<file path="config.mk">
export PLATFORM = sky130hd
export DESIGN_NAME = irq_holdoff_ctrl
export DESIGN_NICKNAME = d
export VERILOG_FILES = /design/src/rtl/irq_holdoff_pkg.sv /design/src/rtl/irq_cfg_regs.sv /design/src/rtl/irq_holdoff_timer.sv /design/src/rtl/irq_out_gate.sv /design/src/rtl/irq_holdoff_ctrl.sv
export SDC_FILE = /design/constraint.sdc
export NUM_CORES = 1
export LEC_CHECK = 0
export ABC_AREA = 0
export BUFFER_PORTS_ARGS = -buffer_cell sky130_fd_sc_hd__buf_2
export CORE_MARGIN = 2
export CORE_UTILIZATION = 40
export CTS_CLUSTER_DIAMETER = 50
export CTS_CLUSTER_SIZE = 12
export DETAILED_ROUTE_END_ITERATION = 8
export GPL_TIMING_DRIVEN = 0
export PLACE_DENSITY = 0.73
export SLEW_MARGIN = 15
export SYNTH_ARGS = -nofsm -noshare
export SYNTH_HDL_FRONTEND = slang
export SYNTH_SLANG_ARGS = --single-unit
export TNS_END_PERCENT = 5
</file>
<file path="constraint.sdc">
create_clock -name clk -period 1.65 [get_ports clk]
set_input_delay 0.495 -clock clk [delete_from_list [all_inputs] [get_ports clk]]
set_output_delay 0.495 -clock clk [all_outputs]
set_load 0.02 [all_outputs]
</file>
<file path="src/rtl/irq_holdoff_pkg.sv">
package irq_holdoff_pkg;
  typedef enum logic [1:0] {
    HO_IDLE  = 2'd0,
    HO_ARMED = 2'd1,
    HO_COUNT = 2'd2
  } ho_state_e;
endpackage

</file>
<file path="src/rtl/irq_cfg_regs.sv">
module irq_cfg_regs #(
  parameter int DATA_W = 32,
  parameter int ADDR_W = 8,
  parameter int CNT_W  = 8,
  parameter logic [ADDR_W-1:0] EN_OFFSET = 'h18,
  parameter logic [ADDR_W-1:0] HO_OFFSET = 'h1C
) (
  input  logic              clk,
  input  logic              rst_n,
  input  logic              wr_en,
  input  logic [ADDR_W-1:0] addr,
  input  logic [DATA_W-1:0] wdata,
  output logic [DATA_W-1:0] rdata,
  output logic              en_q,
  output logic [CNT_W-1:0]  delay_q,
  output logic              mode_q
);
  localparam int MODE_BIT = CNT_W;

  always_ff @(posedge clk or negedge rst_n) begin
    if (!rst_n) begin
      en_q    <= 1'b0;
      delay_q <= '0;
      mode_q  <= 1'b0;
    end else if (wr_en) begin
      if (addr == EN_OFFSET) en_q <= wdata[0];
      if (addr == HO_OFFSET) begin
        delay_q <= wdata[CNT_W-1:0];
        mode_q  <= wdata[MODE_BIT];
      end
    end
  end

  always_comb begin
    rdata = '0;
    if (addr == EN_OFFSET) begin
      rdata[0] = en_q;
    end else if (addr == HO_OFFSET) begin
      rdata[CNT_W-1:0] = delay_q;
      rdata[MODE_BIT]  = mode_q;
    end
  end
endmodule

</file>
<file path="src/rtl/irq_holdoff_timer.sv">
module irq_holdoff_timer
  import irq_holdoff_pkg::*;
#(
  parameter int CNT_W = 8
) (
  input  logic             clk,
  input  logic             rst_n,
  input  logic             en,
  input  logic [CNT_W-1:0] delay,
  input  logic             wait_evt,
  input  logic             load,
  input  logic             tick,
  input  logic             evt,
  output logic [CNT_W-1:0] cnt,
  output logic             idle,
  output logic             armed
);
  localparam logic [CNT_W-1:0] ONE = CNT_W'(1);

  ho_state_e state_q, state_d;
  logic [CNT_W-1:0] cnt_q, cnt_d;

  always_comb begin
    state_d = state_q;
    cnt_d   = cnt_q;
    if (load) begin
      if (delay == '0) begin
        state_d = HO_IDLE;
        cnt_d   = '0;
      end else begin
        cnt_d   = delay;
        state_d = wait_evt ? HO_ARMED : HO_COUNT;
      end
    end else begin
      unique case (state_q)
        HO_ARMED: if (en && evt) state_d = HO_COUNT;
        HO_COUNT: if (en && tick) begin
          if (cnt_q <= ONE) begin
            cnt_d   = '0;
            state_d = HO_IDLE;
          end else begin
            cnt_d = cnt_q - ONE;
          end
        end
        default: ;
      endcase
    end
  end

  always_ff @(posedge clk or negedge rst_n) begin
    if (!rst_n) begin
      state_q <= HO_IDLE;
      cnt_q   <= '0;
    end else begin
      state_q <= state_d;
      cnt_q   <= cnt_d;
    end
  end

  assign cnt   = cnt_q;
  assign idle  = (state_q == HO_IDLE);
  assign armed = (state_q == HO_ARMED);
endmodule

</file>
<file path="src/rtl/irq_out_gate.sv">
module irq_out_gate (
  input  logic clk,
  input  logic rst_n,
  input  logic en,
  input  logic pend,
  input  logic hold_idle,
  output logic irq
);
  logic irq_q;

  always_ff @(posedge clk or negedge rst_n) begin
    if (!rst_n) irq_q <= 1'b0;
    else        irq_q <= en & pend & hold_idle;
  end

  assign irq = irq_q;
endmodule

</file>
<file path="src/rtl/irq_holdoff_ctrl.sv">
module irq_holdoff_ctrl #(
  parameter int DATA_W = 32,
  parameter int ADDR_W = 8,
  parameter int CNT_W  = 8,
  parameter logic [ADDR_W-1:0] EN_OFFSET = 'h18,
  parameter logic [ADDR_W-1:0] HO_OFFSET = 'h1C
) (
  input  logic              clk,
  input  logic              rst_n,
  input  logic              reg_we,
  input  logic [ADDR_W-1:0] reg_addr,
  input  logic [DATA_W-1:0] reg_wdata,
  output logic [DATA_W-1:0] reg_rdata,
  input  logic              pend_any,
  input  logic              isr_rd,
  input  logic              tick_100us,
  output logic              irq_o
);
  logic             en_q;
  logic [CNT_W-1:0] delay_q;
  logic             mode_q;
  logic [CNT_W-1:0] hold_cnt;
  logic             hold_idle;
  logic             hold_armed;

  irq_cfg_regs #(
    .DATA_W(DATA_W), .ADDR_W(ADDR_W), .CNT_W(CNT_W),
    .EN_OFFSET(EN_OFFSET), .HO_OFFSET(HO_OFFSET)
  ) u_regs (
    .clk(clk), .rst_n(rst_n), .wr_en(reg_we), .addr(reg_addr),
    .wdata(reg_wdata), .rdata(reg_rdata),
    .en_q(en_q), .delay_q(delay_q), .mode_q(mode_q)
  );

  irq_holdoff_timer #(.CNT_W(CNT_W)) u_timer (
    .clk(clk), .rst_n(rst_n), .en(en_q), .delay(delay_q),
    .wait_evt(mode_q), .load(isr_rd), .tick(tick_100us), .evt(pend_any),
    .cnt(hold_cnt), .idle(hold_idle), .armed(hold_armed)
  );

  irq_out_gate u_gate (
    .clk(clk), .rst_n(rst_n), .en(en_q), .pend(pend_any),
    .hold_idle(hold_idle), .irq(irq_o)
  );
endmodule

</file>
==> out/summary.md, run 1 <==
For the cell area after synthesis, the log shows 0.00145 mm^2. Traced cell by cell, the critical path runs through buf_6, nor4b_4, and4_4, and2_4, buf_6. Summing over every cut layer, the via total after detailed routing is 1,177. Clock-pin slew was measured on the worst setup and hold paths at 110 ps.

The critical path's slowest cell was nor4b_4. The cell type with the highest aggregate area in the netlist was dfrtp_1. Dividing the detail-routed wire length by the instance count gives 12.1 um. Number of DRC violations after detailed-routing iteration 0: 21.

In this run the worst hold path is classified as in2async. The setup slack after placement is -426 ps, and the floorplan die width is 64.2 um. The final number of setup-violating endpoints was 9. The run gives 4 as the iteration count of the initial detailed-routing pass. The number of placement rows is 21, and the number of antenna violations at the first check in global routing is 0. TritonCTS built the clock tree. The tools report the final-report max-slew violation count as 0.

The most numerous cell type found on the critical path is buf_6. The tools report the core utilization of the finished layout as 0.589. The global router's overall resource usage came out at 0.159. Worst flop-to-flop path endpoint: u_timer.cnt[2].

The hold violation count in the final report was 0; the via count normalized by instance count was 4.71. After detailed routing, the number of remaining DRC violations is 0. The repair_antennas step left the layout with diodes totalling 0.

The run gives 0 as the number of nets with antenna violations after routing. The most common flop cell mapped by yosys was dfrtp_1. For this design, the sink count on the clock tree is 21. The core region is 0.00342 mm^2. The run gives 4.67 ps as the setup clock skew after layout. The tools report the starting density of the core as 0.425.

Ranked by instance count, the synthesized netlist is headed by buf_4 (23), dfrtp_1 (21), inv_1 (11), nor2_1 (11), mux2_4 (9). Synthesized area per cell: 10.1 um^2. The run gives 0 as the number of warnings issued by yosys.

The simple-gate portion of the synthesized area works out to 0.242. The global-route wire length before repair is 5130 um, and the compound-cell area share of the yosys netlist is 0.107. The worst vdd rail ir drop was 575 uV.

The share of synthesized registers carrying an async set or reset was 1.00. The ratio of final minimum period to clock period works out to 1.23. Across the run, the number of max-cap violations was 0. Based on the critical path, the design can be clocked at up to 0.492 GHz. For this run, the number of standard cells in the final layout without fillers is 250.

The main combinational cell family by area after synthesis is simple AND/OR/NAND/NOR gates. Hold repair after CTS inserted 0 buffers. Dividing total power by cell area gives a power density of 569 mW/mm^2. For the sequential-to-total area share from yosys stat, the log shows 0.362. The startpoint identified for the worst register-to-register timing path is u_timer.cnt[3].

The run gives 3 as the number of buffers created by CTS. The register bit total from synthesis was 21; the xor/xnor cell area share of the yosys netlist was 0. The number of levels in the clock H-tree came out at 1.

By area the synthesized netlist is led by dfrtp_1 (36%), buf_4 (12%), mux2_4 (9.3%), inv_1 (2.8%), nor2_1 (2.8%). In the post-synthesis netlist, the cell with the most instances is buf_4. Yosys mapped a number of flops with a built-in enable equal to 0. After global routing the overflow that remains totals 0. The tools report the post-synthesis instance total as 143.

The cell sitting at the root of the clock tree is a clkbuf_4. Port buffering added 32 buffers. For this run, the slowest stage of the critical path takes 350 ps. The run gives 79 as the boundary pin count. Synthesized-area fraction occupied by adder cells: 0.0173. After detailed placement, the design holds a cell count of 243. For the worst-skew pair, the clock arrives at the later sink with an insertion delay of 300 ps. The required time of the critical path was 1150 ps; the die extent in y was 64.2 um. Entering global routing, the biggest net connects 22 pins. The netlist uses 42 different library cells. The routed wire length is 3020 um, and the layout net count is 253. The tools report the sort of element at the end of the critical path as a primary output.

The tools report the final weighted congestion in routability-driven placement as 0.807. The maximum buffer depth of the clock tree was 2. The worst setup path is launched from a primary input. The area fraction of the dominant cell type after synthesis came out at 0.362. Classification of the worst setup path: in2out. The checks that failed: setup timing. The accumulated negative setup slack came out at -3140 ps.

The tools report the launch point of the critical path as reg_addr[7]. The fraction of final layout cells sized beyond drive strength 1 is 0.485. On the final layout, the worst hold slack is 114 ps. The setup check on the worst reg-to-reg path leaves a slack of 10 ps. The tools report the capture point of the worst path as reg_rdata[4].

The die covers 0.00412 mm^2. The analysis attributes to cell leakage a power of 1.04 nW. The via count of the first global-routing pass is 1,104, and the clock period minus worst slack is 2030 ps.

The area growth from synthesis to layout is 38.7%. Along the worst path, the maximum fanout reaches 4. The flow ran to the end, but the final reports show violations. The final worst-path setup slack is -383 ps, and the arrival time of data at the critical path endpoint is 1540 ps. Setup repair after global routing could not meet its margin everywhere. After legalization and detailed placement, the total HPWL measured 2320 um.

For the worst flop-to-flop path, the logic depth is 4. The share of cell area taken by muxes after synthesis is 0.116.
cells in the final DEF, fill, tap and decap left out, types with 2 or more instances in the layout:
cell type  Yosys  routed
a21oi_1        7       7
o21ai_0        2       2
buf_6          0      13
inv_1         11      10
and2_4         1       4
nor2_4         0       2
nand2_1        5       5
conb_1         1      23
a221oi_1       3       2
clkbuf_1       2       2
dfrtp_1       21      20
clkbuf_4       0       3
nor2_1        11       9
nor3_4         0       5
mux2_4         9      10
nand3_1        3       3
nand3b_1       2       2
buf_2          0      21
a221oi_2       1       2
nand2b_1       2       2
buf_4         23      23
o21ai_1        3       3
and3_1         2       2
state kept, by name, summed over array words and instances, names as in the netlist:
register and count:
u_regs.delay_q 8, u_regs.mode_q 1, u_timer.state_q 2, u_regs.en_q 1
u_timer.cnt 8, u_gate.irq 1
cell type report:
| class | count | area, um^2 |
|---|---|---|
| plain buffers | 25 | 180 |
| clock buffers | 3 | 22.5 |
| clock inverters | 1 | 5.00 |
| fillers | 313 | 1400 |
| inverters | 11 | 41.3 |
| multi-input cells | 108 | 907 |
| flip-flops and latches | 21 | 527 |
| well taps | 46 | 57.6 |
| repair buffers | 35 | 272 |
metrics by stage:
step / area, um^2 / total power, mW
6_report: 2010 / 1.15
5_1_grt: 2010 / 1.22
4_1_cts: 1960 / 1.14
3_5_place_dp: 1830 / 0.885
3_3_place_gp: 1830 / 0.880
2_1_floorplan: 1610 / 0.807
cells by family after synthesis:
group	Yosys count
buffers and inverters	36
other	1
and+or+nand+nor	49
adders and majority gates	2
AOI/OAI and AO/OA	22
DFF	21
muxes	12
power by group:
group,total [mW],switching [mW],leakage [nW],internal [mW]
sequential,0.591,0.0435,0.280,0.547
clock,0.245,0.154,0.0177,0.0905
combinational,0.310,0.165,0.738,0.146
what timing repair did:
item	4_1_cts	5_1_grt
pin swaps	7	4
resized for setup	22	10
setup buffers	2	1
endpoints found under the setup margin	12	15
worst min path at each step:
stage,endpoint,slack (ps),depth (start not counted),from
final,u_regs.delay_q[3],110,1,rst_n
after detailed placement,u_regs.delay_q[3],470,1,rst_n
after global routing,u_regs.delay_q[0],120,1,rst_n
after floorplan,u_gate.irq,200,0,rst_n
after CTS,u_regs.delay_q[3],120,1,rst_n
after global placement,u_regs.delay_q[3],470,1,rst_n
critical path, delay by kind of cell:
kind | cells | cell delay, ps
AND/OR/NAND/NOR | 3 | 840
buffers and inverters | 2 | 210
per-layer routing:
layer | share of wire | wire length [um] | up-vias | track usage
met1 | 0.40 | 1210 | 552 | 0.193
met5 | 0 | 0 | - | 0
met2 | 0.53 | 1590 | 42 | 0.286
met4 | 0.017 | 51 | 0 | 0.0638
li1 | - | - | 579 | -
met3 | 0.053 | 161 | 4 | 0.0176
Power figures use the tool's default switching activity.
==> run 2, diff against run 1 <==
ABC_AREA = unset   (was 0)
CORE_ASPECT_RATIO = 0.9   (was unset)
SLEW_MARGIN = 25   (was 15)
==> out/summary.md, run 2 (synthesis results as in run 1) <==
The number of antenna diodes in the final layout is 0. The logs give 0 for the hold violation count in the final report and 4 for the iteration count of the initial detailed-routing pass. The boundary pin count came out at 79. Number of levels in the clock H-tree: 1. CTS saw 21 sinks. Global router's overall resource usage: 0.148. The run finished, with violations left.

The wire-length estimate of the detail-placed layout is 2240 um. After clock tree synthesis, the clock-pin slew on the worst setup and hold paths is 70 ps. The tools report the final worst-path setup slack as -365 ps.

TritonCTS built the clock tree. The largest stage delay on the critical path came out at 340 ps. The global-route wire length before repair is 4720 um. In this run the vertical extent of the chip is 61.1 um.

The via count of the first global-routing pass is 1,072, and the final routed wire length divided by cell count is 11.3 um. The worst-case IR drop observed on VDD is 467 uV. Critical path's slowest cell: nor4b_4.

The arrival time of data at the critical path endpoint is 1520 ps. Layout net count: 253. The via count normalized by instance count is 4.52.

Clock latency on the worst-skew pair, taken at its later pin, is 250 ps. Routed wire length: 2800 um. Overall power consumption after layout is estimated at 1.21 mW. The pin count of the biggest net entering global routing was 22. Leaving out fill and tap cells, the most frequent cells in the layout are buf_4 (27), conb_1 (23), buf_2 (21), dfrtp_1 (20). For this design, the CTS-stage hold fixing added 0 buffers. For the final database, setup skew stands at 4.68 ps. Leaving out fill and tap cells, the most frequent cell in the layout is buf_4. The logs give 0.423 for the starting density of the core and 20 for the number of DRC violations after detailed-routing iteration 0. The path class of the tightest hold or removal check is in2async.

The maximum clock frequency was 0.496 GHz. The sort of element at the start of the critical path is a primary input. The library cell appearing most often on the critical path is buf_6.

The detail route stage leaves a number of antenna-violating nets equal to 0. The tools report the number of buffers created by CTS as 3. Setup violations remaining at the end of the flow were counted as 10. Routability-driven placement finished with a final weighted congestion of 0.792. The tools report the CTS root buffer as clkbuf_8. The die is 67.5 um wide.

The run gives 0.578 as the core utilization of the finished layout. The fraction of final layout cells sized beyond drive strength 1 is 0.471. The number of buffer cells added on primary ports came out at 32.

The classification of the worst setup path is in2out. The die covers 0.00412 mm^2. Final hold analysis gives a worst-case slack of 177 ps. For this run, design rule violations remaining after detail routing come to 0. Across the run, the number of max-cap violations was 0.

The total leakage power came out at 1.03 nW. The checks that failed: setup timing. After filler insertion, the fill cell instance count of the layout stands at 278. The worst path in the final design needs a cycle of 2020 ps, including I/O delays and setup. The worst setup path is captured at a primary output. The ratio of final minimum period to clock period was 1.22; the total power per unit cell area was 611 mW/mm^2. Setup repair after global routing could not meet its margin everywhere. The number of antenna violations at the first check in global routing was 0; the setup slack after placement was -442 ps. The floorplan has 20 rows. The final-report max-slew violation count is 0, and the remaining global-route overflow is 0. Walking the worst path, the cells encountered are buf_6, nor4b_4, nand3_4, nor3_4, buf_6.

The detailed router placed 1,121 vias in this run. The core region is 0.00343 mm^2. Summing all multi-input logic gate instances after layout gives 886 um^2. From synthesis to final layout, the design area changed by 36.8%.

Along the worst path, the maximum fanout reaches 7. The run gives 1150 ps as the required time of the critical path. For the maximum buffer depth of the clock tree, the log shows 2. Summing all flip-flop and latch instances after layout gives 527 um^2.
run 2: power breakdown:
part	total (mW)	leakage [nW]	switching [mW]	internal (mW)
registers	0.591	0.280	0.0434	0.547
clock network	0.325	0.0255	0.157	0.168
logic	0.297	0.726	0.158	0.140
total	1.21	1.03	0.358	0.855
run 2: final timing paths:
check	start	endpoint	slack (ps)	depth (start not counted)
min reg2reg	u_timer.state_q[0]	u_gate.irq	540	1
max	reg_addr[7]	reg_rdata[2]	-370	5
min in group clk	reg_wdata[4]	u_regs.delay_q[4]	460	2
max reg2reg	u_timer.cnt[0]	u_timer.cnt[5]	20	4
max in group asynchronous	rst_n	u_timer.cnt[0]	1130	1
min	rst_n	u_regs.delay_q[1]	180	1
run 2: worst max-delay path: cells and delay by family:
family	cells	cell delay, ps
buffers and inverters	2	240
and+or+nand+nor	3	780
run 2: repair_timing:
| action | in CTS | in global routing |
|---|---|---|
| gates cloned | 0 | 0 |
| setup buffers | 2 | 1 |
| pin swaps | 4 | 4 |
| setup endpoints to repair | 12 | 24 |
| resized for setup | 20 | 5 |
run 2: cell type report:
class	count	area share
Clock buffer	3	0.0208
Inverter	11	0.0208
Sequential cell	21	0.266
Timing Repair Buffer	35	0.125
Clock inverter	1	0.00252
Tap cell	44	0.0278
Buffer	25	0.0909
Multi-Input combinational cell	108	0.447
run 2: metal layers:
metal	GRT usage	vias to the layer above	share of wire
li1	-	583	-
met1	0.203	503	0.46
met2	0.248	33	0.49
met3	0.0146	2	0.045
met4	0.0496	0	0.0036
met5	0	-	0
run 2: stage by stage:
stage                     instances  area, um^2  setup TNS, ps
final                           248        1980          -3180
after global routing            248        1980          -3970
after CTS                       247        1960          -3150
after detailed placement        241        1830          -5690
after global placement          241        1830          -5740
after floorplan                 165        1610          -1350
==> run 3, diff against run 2 <==
REMOVE_ABC_BUFFERS = 1   (was unset)
==> out/summary.md, run 3 (synthesis results as in run 1) <==
The flow ran to the end, but the final reports show violations. The final reports fail on setup timing. The maximum buffer depth of the clock tree is 2, and the die outline area is 0.00412 mm^2. The required time of the critical path came out at 1150 ps.

The run gives 4570 um as the global-route wire length before repair. At the end of routability-driven placement, the weighted congestion stood at 0.786. The reg2reg setup slack was 20 ps; the number of buffer cells added on primary ports was 32. The ratio of final minimum period to clock period works out to 1.21.

The tools report the remaining global-route overflow as 0. The hold violation count in the final report is 0, and the worst vdd rail ir drop is 372 uV. The number of hold-repair buffers added at the cts stage was 0; the setup clock skew after layout was 7.42 ps. The logs give 0 for the antenna diode count and 172 ps for the worst hold margin. Row generation in the floorplan step produced 20 rows. Excluding fillers, the count of instances in the completed layout stands at 222.

The first detailed-routing pass took 4 iterations. The logs give 227 for the layout net count and 1.19 mW for the overall power after layout. The via count of the first global-routing pass came out at 1,002.

STA puts the critical path data arrival time at 1500 ps. The critical path's slowest cell was nor4b_4. The core utilization of the finished layout is 0.511, and the clock latency on the worst-skew pair is 260 ps. The tools report the number of levels in the clock H-tree as 1.

The final number of setup-violating endpoints was 10; the clock edge transition at the registers on the reported setup and hold paths was 80 ps. The critical path goes through buf_6, nor4b_4, and4_4, and2_4, buf_6. The number of nets with antenna violations after routing came out at 0.

The largest stage delay on the critical path is 350 ps. For the number of DRC violations after detailed-routing iteration 0, the log shows 23. The final routed wire length divided by cell count was 12.6 um; the number of placed instances with taps included was 216.

TritonCTS created 3 clock buffers. In the routed design, unresolved DRC markers number 0. Total power per unit cell area: 676 mW/mm^2. STA classifies the critical path startpoint as a primary input. Summing all placed instances gives a cell area of 0.00157 mm^2.

Global router's overall resource usage: 0.146. Entering global routing, the biggest net connects 23 pins. The maximum clock frequency came out at 0.501 GHz.

The most frequent standard cell in the layout excluding fill and tap cells is conb_1. The tools report the core region area as 0.00343 mm^2. The starting density of the core was 0.423. Of all nets on the critical path, the largest fanout is 4. The summed area of non-filler cells in the final layout came out at 0.00175 mm^2. The fraction of final layout cells sized beyond drive strength 1 works out to 0.399. The number of sinks on the clock net was 21. The max capacitance violation total was 0. The sort of element at the end of the critical path was a primary output. After filler insertion, the fill cell instance count of the layout stands at 300. In the layout the commonest cells are conb_1 (23), buf_2 (21), dfrtp_1 (21), nor2_1 (10). The CTS root buffer was clkbuf_8. Setup repair after global routing could not meet its margin everywhere. For this design the static power due to leakage is 0.863 nW.

The routed design has 2810 um of wire. The clock period minus worst slack is 2000 ps. In this run the count of I/O pins placed on the die edge is 79.

The placed wire-length estimate after detailed placement was 2090 um. For the number of antenna violations at the first check in global routing, the log shows 0. TritonCTS built the clock tree.

The die extent in y was 61.1 um; the total number of vias was 1,086. The floorplan die width works out to 67.5 um. The area added between synthesis and finish was 20.9%; the via count normalized by instance count was 4.89. Classification of the worst setup path: in2out. The tools report the final worst-path setup slack as -345 ps. The most numerous cell type found on the critical path is buf_6.

The run gives 0 as the final-report max-slew violation count. In this run the worst hold path is classified as in2async.
[run 3: worst paths after layout]
check,start,endpoint,depth (start not counted)
setup / recovery,reg_addr[6],reg_rdata[1],5
hold / removal,rst_n,u_regs.mode_q,1
setup reg to reg,u_timer.cnt[0],u_timer.cnt[5],4
hold reg to reg,u_timer.state_q[0],u_gate.irq,1
max in group asynchronous,rst_n,u_timer.cnt[4],1
min in group clk,reg_wdata[2],u_regs.delay_q[2],2
[run 3: power breakdown]
part / internal, mW / switching, mW / total (mW)
clock: 0.172 / 0.166 / 0.338
sequential: 0.547 / 0.0436 / 0.590
combinational: 0.106 / 0.151 / 0.257
total: 0.825 / 0.360 / 1.19
[run 3: routing by layer]
| metal | global-route usage | routed length, um |
|---|---|---|
| met1 | 0.190 | 1300 |
| met2 | 0.239 | 1260 |
| met4 | 0.0612 | 43 |
| met3 | 0.0274 | 199 |
| met5 | 0 | 0 |
[run 3: repair_timing]
action | 4_1_cts | 5_1_grt
resized for setup | 22 | 10
pin swaps | 4 | 2
endpoints found under the setup margin | 12 | 18
cloned | 0 | 0
setup buffers | 1 | 1
[run 3: stage by stage]
stage               setup TNS [ps]  setup WS (ps)
global route                 -3160           -361
global placement             -4020           -361
detailed placement           -4220           -364
floorplan                    -2020           -280
CTS                          -2630           -324
finish                       -2710           -345
[run 3: layout make-up]
class / instances / area (um^2) / share of cell area
clock buffer: 4 / 45.0 / 0.0257
multi-input combinational: 108 / 865 / 0.493
timing repair buffer: 34 / 221 / 0.126
sequential: 21 / 526 / 0.300
tap: 44 / 55.1 / 0.0314
inverter: 11 / 41.3 / 0.0236
[run 3: critical path, delay by kind of cell]
kind | cells | cell delay [ps]
buffers and inverters | 2 | 200
AND/OR/NAND/NOR | 3 | 800
